`src/rtl/plane_check_pkg.sv`:
```
package plane_check_pkg;

  typedef enum logic [1:0] {
    ST_NONE   = 2'd0,
    ST_ACTIVE = 2'd1,
    ST_SPARE  = 2'd2,
    ST_AMBIG  = 2'd3
  } loc_status_e;

  // plane whose redundant pair is checked at bit cycle t
  function automatic int unsigned target_plane(input int unsigned t,
                                               input logic comp,
                                               input int unsigned m);
    return comp ? ((t >> 1) % m) : (t % m);
  endfunction

endpackage

```
`src/rtl/pc_route.sv`:
```
module pc_route
  import plane_check_pkg::*;
#(
  parameter int N_ACT = 4,
  parameter int W     = 4,
  parameter int IDX_W = 16,
  parameter int PW    = 2
) (
  input  logic [N_ACT*W-1:0] act_words,
  input  logic [W-1:0]       spare_word,
  input  logic [W-1:0]       prev_spare,
  input  logic [IDX_W-1:0]   bit_idx,
  input  logic               cmp_mode,
  output logic [N_ACT*W-1:0] user_words,
  output logic [PW-1:0]      tgt_plane,
  output logic               mism
);

  logic         second;
  logic [W-1:0] ref_w;
  logic [W-1:0] sel_w;

  always_comb begin
    tgt_plane  = PW'(target_plane(32'(bit_idx), cmp_mode, N_ACT));
    second     = cmp_mode & bit_idx[0];
    ref_w      = second ? ~prev_spare : spare_word;
    sel_w      = act_words[tgt_plane*W +: W];
    mism       = (sel_w != ref_w);
    user_words = act_words;
    if (second) user_words[tgt_plane*W +: W] = spare_word;
  end

endmodule

```
`src/rtl/pc_tally.sv`:
```
module pc_tally #(
  parameter int N_ACT = 4,
  parameter int CNT_W = 8
) (
  input  logic             clk,
  input  logic             rst_n,
  input  logic [N_ACT-1:0] hit_vec,
  input  logic             mism,
  input  logic             clear,
  output logic [N_ACT-1:0] cnt_nz,
  output logic [N_ACT-1:0] seen_q
);

  for (genvar g = 0; g < N_ACT; g++) begin : g_plane
    logic [CNT_W-1:0] cnt;
    logic             inc;
    assign inc = hit_vec[g] & mism;

    always_ff @(posedge clk) begin
      if (!rst_n || clear) begin
        cnt       <= '0;
        seen_q[g] <= 1'b0;
      end else begin
        if (inc && (cnt != {CNT_W{1'b1}})) cnt <= cnt + 1'b1;
        if (hit_vec[g]) seen_q[g] <= 1'b1;
      end
    end

    assign cnt_nz[g] = (cnt != '0);
  end

endmodule

```
`src/rtl/plane_check_top.sv`:
```
module plane_check_top
  import plane_check_pkg::*;
#(
  parameter int N_ACT = 4,
  parameter int W     = 4,
  parameter int CNT_W = 8,
  parameter int WIN_W = 16,
  parameter int IDX_W = 16,
  localparam int PW   = (N_ACT > 1) ? $clog2(N_ACT) : 1
) (
  input  logic               clk,
  input  logic               rst_n,
  input  logic               in_valid,
  input  logic               cmp_mode,
  input  logic [IDX_W-1:0]   bit_idx,
  input  logic [WIN_W-1:0]   win_len,
  input  logic [N_ACT*W-1:0] act_words,
  input  logic [W-1:0]       spare_word,
  output logic [N_ACT*W-1:0] user_words,
  output logic               rpt_valid,
  output logic [1:0]         rpt_status,
  output logic [PW-1:0]      rpt_plane
);

  logic [W-1:0]     prev_spare;
  logic [PW-1:0]    tgt_plane;
  logic             mism;
  logic [N_ACT-1:0] hit_vec;
  logic [N_ACT-1:0] cnt_nz;
  logic [N_ACT-1:0] seen_q;
  logic [N_ACT-1:0] bad_now;
  logic [N_ACT-1:0] seen_now;
  logic [WIN_W-1:0] win_cnt;
  logic [WIN_W:0]   win_next;
  logic             win_done;

  // location rule: returns {status, plane}
  function automatic logic [PW+1:0] locate(input logic [N_ACT-1:0] bad,
                                           input logic [N_ACT-1:0] seen);
    int unsigned   n;
    logic [PW-1:0] idx;
    n   = 0;
    idx = '0;
    for (int i = 0; i < N_ACT; i++) begin
      if (bad[i]) begin
        n++;
        idx = PW'(i);
      end
    end
    if (n == 0) return {ST_NONE, {PW{1'b0}}};
    if (n >= 2) return {ST_SPARE, {PW{1'b0}}};
    if (&seen)  return {ST_ACTIVE, idx};
    return {ST_AMBIG, idx};
  endfunction

  pc_route #(.N_ACT(N_ACT), .W(W), .IDX_W(IDX_W), .PW(PW)) route_i (
    .act_words (act_words),
    .spare_word(spare_word),
    .prev_spare(prev_spare),
    .bit_idx   (bit_idx),
    .cmp_mode  (cmp_mode),
    .user_words(user_words),
    .tgt_plane (tgt_plane),
    .mism      (mism)
  );

  always_comb begin
    for (int i = 0; i < N_ACT; i++)
      hit_vec[i] = in_valid && (tgt_plane == PW'(i));
  end

  assign bad_now  = cnt_nz | (hit_vec & {N_ACT{mism}});
  assign seen_now = seen_q | hit_vec;

  assign win_next = {1'b0, win_cnt} + {{WIN_W{1'b0}}, 1'b1};
  assign win_done = in_valid && (win_next >= {1'b0, win_len});

  pc_tally #(.N_ACT(N_ACT), .CNT_W(CNT_W)) tally_i (
    .clk    (clk),
    .rst_n  (rst_n),
    .hit_vec(hit_vec),
    .mism   (mism),
    .clear  (win_done),
    .cnt_nz (cnt_nz),
    .seen_q (seen_q)
  );

  always_ff @(posedge clk) begin
    if (!rst_n) begin
      prev_spare <= '0;
      win_cnt    <= '0;
      rpt_valid  <= 1'b0;
      rpt_status <= 2'd0;
      rpt_plane  <= '0;
    end else begin
      if (in_valid) prev_spare <= spare_word;
      if (win_done)      win_cnt <= '0;
      else if (in_valid) win_cnt <= win_next[WIN_W-1:0];
      rpt_valid <= win_done;
      if (win_done) {rpt_status, rpt_plane} <= locate(bad_now, seen_now);
    end
  end

endmodule

```
`config.mk`:
```
export PLATFORM = sky130hd
export DESIGN_NAME = plane_check_top
export DESIGN_NICKNAME = d
export VERILOG_FILES = /design/src/rtl/plane_check_pkg.sv /design/src/rtl/pc_route.sv /design/src/rtl/pc_tally.sv /design/src/rtl/plane_check_top.sv
export SDC_FILE = /design/constraint.sdc
export NUM_CORES = 1
export LEC_CHECK = 0
export ABC_AREA = 1
export BUFFER_PORTS_ARGS = -buffer_cell sky130_fd_sc_hd__buf_2
export CORE_UTILIZATION = 39
export CTS_BUF_LIST = sky130_fd_sc_hd__clkbuf_2
export CTS_CLUSTER_DIAMETER = 150
export CTS_CLUSTER_SIZE = 28
export DETAILED_ROUTE_END_ITERATION = 8
export SYNTH_ARGS = -nofsm -noshare
export SYNTH_HDL_FRONTEND = slang
export SYNTH_HIERARCHICAL = 1
export SYNTH_SLANG_ARGS = --single-unit
```
`constraint.sdc`:
```
create_clock -name clk -period 4.55 [get_ports clk]
set_input_delay 0.2275 -clock clk [delete_from_list [all_inputs] [get_ports clk]]
set_output_delay 0.2275 -clock clk [all_outputs]
set_load 0.005 [all_outputs]
```
==> results <==
- The flow ran to the end, and the final reports show no timing, DRC or antenna violations.
- The clock net sink count is between 60 and 70.
- The final setup TNS is 0 ns.
- The switching portion of total power is 34.05%.
- The number of distinct library cell variants in the gate-level netlist after synthesis is 36.
- The post-synthesis instance total is roughly 770.
- The area of the core is 12010 um^2.
- STA classifies the critical path endpoint as a flop.
- The height of the chip is 113.1 um.
- By area the synthesized netlist is led by dfxtp_1 (25%), nand2_1 (13%), inv_1 (9.9%).
- The average instance in the mapped netlist occupies 6.287 um^2.
- For the final database, setup skew stands at ~0.019 ns.
- The path class of the tightest hold or removal check is in2reg.
- For this run, the top clock speed supported by timing is between 0.2 and 0.3 GHz.
- The port buffer count is 63.
- The final count of hold timing violations is 0.
- The layout filler cell count is about 1300.
- The register-to-register setup slack is between 0.8 and 0.9 ns.
- Along the worst path, the maximum fanout reaches 17.
- The count of nets left with antenna violations after detail routing is 0.
- In this run, the clock network consumes between 20% and 30% of the power.
- The number of pins exceeding their max-slew limit in the final report is 0.
- Across the run, the number of max-cap violations was 0.
- Setup repair after global routing left no endpoint under its margin.
- TritonCTS built the clock tree.
- Yosys instantiated no cell more often than nand2_1.
- At the worst endpoint, the required time is roughly 5 ns.
- After synthesis, flip-flops and latches occupy 25.39% of the total area.
- The number of global-route vias before repair was about 4200.
- The worst setup path category is reg2reg.
- STA classifies the critical path startpoint as a flop.
- The initial antenna violation count is 0.
- Across all layers, the routed design uses approximately 4700 vias.
- The number of primary I/O pins is between 70 and 80.
- The number of synthesized register bits is 61.
- The synthesized area is slightly below 5000 um^2.
- Entering global routing, the biggest net connects 26 pins.
- The power density of the placed cells is around 210 nW/um^2.
- The multi-input combinational cells in the finished layout cover a total of between 2000 and 3000 um^2.
- The first detailed-routing pass took 5 iterations.
- The global-route usage over all layers is a little under a fifth.
- The floorplan has 40 rows.
- After synthesis, the most frequently instantiated cells are nand2_1 (172), inv_1 (127), nor2_1 (81).
- During synthesis, Yosys emitted a total of 6 warnings.
- The placer's final routability congestion estimate is between 0.7 and 0.8.
- The depth of the worst register-to-register path is 23.
- Global routing used roughly 24% of the available met1 tracks.
- After clock tree synthesis, the flow added hold-fix buffers numbering 1.
- Setup violations remaining at the end of the flow were counted as 0.
- The met2 layer usage reported by global route is about 30%.
- The per-cell routed wire length is around 11 um.
- The setup fix buffers added after clock tree synthesis is 0.
- The initial utilization of the core area, before any placement, comes to approximately two fifths.
- The number of buffers created by CTS is 9.
- The overall power is 1.101 mW.
- The floorplan die area is 12780 um^2.
- After the first detailed-routing iteration, the DRC count stood at between 300 and 400.
- The total overflow left after global routing is 0.
- Cells with a size suffix above 1 make up around 16% of the layout.
- After global routing, the most crowded layer is met2.
- The share of total power dissipated in combinational logic is between 20% and 30%.
- The transition time at the pin with the least slew margin is between 0.6 and 0.7 ns.
- No sink is reached through more buffers than the 2 on the longest clock path.
- Summed over all nets, the switching power comes to 0.3747 mW.
- The dominant cell type by area after synthesis is dfxtp_1.
- The number of nets in the synthesized netlist is roughly 850.
- The fraction of synthesis flops using an asynchronous set or reset pin is 0%.
- The clock latency of the later-clocked register in the worst-skew pair is 0.48 ns.
- The net count of the finished layout is just over 900.
- The met3 track utilization from global routing is under 10%.
- Data on the critical path arrives at its endpoint at 4.14 ns.
- The leading register cell type out of synthesis is dfxtp_1.
- The HPWL after detailed placement is approximately 8400 um.
- In the final layout, flip-flops and latches occupy about 1200 um^2.
- Once the clock tree was built, the resizer swapped 0 gates to a different size.
- The first global-routing pass estimated between 15000 and 20000 um of wire.
- The leakage power summed over all cells is between 2 and 3 nW.
- The final routed DRC violation total is 0.
- Summed over all layers, the routed wires come to between 10000 and 15000 um.
- The number of flops mapped to enable cells by yosys is 0.
- The top-area cell type share of the netlist area is between 20% and 30%.
- The area added between synthesis and finish is 10.64%.
- The count of antenna diodes in the layout is 0.
- The number of cells on the worst hold path is 3.
- The clock transition at the register clock pins on the worst setup and hold paths after CTS is between 0.15 and 0.2 ns.
- VDD sags by at most 102.2 uV.
- Cell internal power was estimated by the tool at 0.7259 mW.
- The die width is between 100 and 150 um.
- The ratio of final minimum period to clock period is 81.97%.
- The minimum clock period is 3.730 ns.
- Of the total power, registers draw approximately half.
- The H-tree was split into 3 levels.
- The routed via count divided by cell count is between 4 and 5.
- The cell chosen for the clock root is clkbuf_2.
- In this run the tightest slew margin relative to its limit is approximately 57%.
worst max-delay path, cell delays in order, from the launching register on:
cell and delay (ns):
dfxtp_1 0.44, ha_1 0.19, nand2_1 0.06, inv_2 0.09, nand2_2 0.06, nor2_2 0.17, inv_1 0.07, nor2_1 0.16
nand2_1 0.11, xor2_1 0.17, ha_1 0.32, nand2_1 0.07, inv_1 0.03, o21bai_1 0.12, nand2_1 0.08, nand4_1 0.09
nand2_1 0.07, nor2_2 0.09, nand3_2 0.15, nand2_4 0.15, inv_1 0.06, nor2_1 0.15, clkinv_1 0.47, nor3_1 0.32
layout by cell type (no fill, tap or decap), drive strengths merged, types with 12 or more instances in the layout:
master,Yosys,layout
dfxtp,61,61
nand4,18,18
nand3,81,81
inv,134,134
buf,9,66
clkbuf,6,12
ha,33,33
o21ai,47,47
nor3,14,14
nor2,105,105
xor2,13,13
a21oi,29,29
nand2,187,187
path summary, 6_finish.rpt:
check                                                  to          start
worst max-delay path            tally_i/g_plane[1].cnt[6]     win_cnt[0]
worst min-delay path                        prev_spare[1]  spare_word[1]
worst max register to register  tally_i/g_plane[1].cnt[6]     win_cnt[0]
worst min register to register              rpt_status[1]  rpt_status[1]
final cells by class:
class | instances | share of cell area [%]
flip-flops and latches | 61 | 22.95
inverters | 135 | 9.523
multi-input cells | 554 | 56.15
clock inverters | 3 | 0.2586
repair buffers | 67 | 6.537
clock buffers | 12 | 1.129
well taps | 147 | 3.456
registers in the layout (all words and copies together), names as in the netlist:
register / flops
tally_i/seen_q: 4
rpt_valid: 1
prev_spare: 4
tally_i/g_plane.cnt: 32
rpt_plane: 2
win_cnt: 16
rpt_status: 2
cells by family after synthesis:
family / count (synthesis) / share of synthesized area [%]
compound gates: 90 / 9.990
xor+xnor: 14 / 2.549
fa+ha+maj: 33 / 8.585
buf+inv: 150 / 12.49
flops: 61 / 25.39
mux: 2 / 0.4162
simple gates: 415 / 40.58
routing by layer:
layer	part of all wire (%)	up-vias
met4	0.66	0
met1	52	2080
li1	-	2575
met3	4.0	7
met5	0	-
met2	44	87
per-stage QoR:
stage               cell area (um^2)  hold WS [ns]  std cells  setup WS (ns)  utilization [%]
floorplan                       4810        0.3624        765          1.532                -
global route                    5321      0.009405        979         0.2923            44.30
detailed placement              5238        0.4670        963         0.7895            43.60
CTS                             5321      0.009556        979         0.7397            44.30
global placement                5238        0.4553        963         0.8458            43.60
finish                          5321       0.04678        979         0.8203            44.30
power groups by stage:
stage          registers (mW)  clock network, mW  logic, mW
2_1_floorplan           0.571                  0      0.202
3_3_place_gp            0.574                  0      0.275
3_5_place_dp            0.574                  0      0.276
4_1_cts                 0.563              0.279      0.278
5_1_grt                 0.566              0.300      0.321
6_report                0.563              0.260      0.277
(Power assumes the default switching activity.)
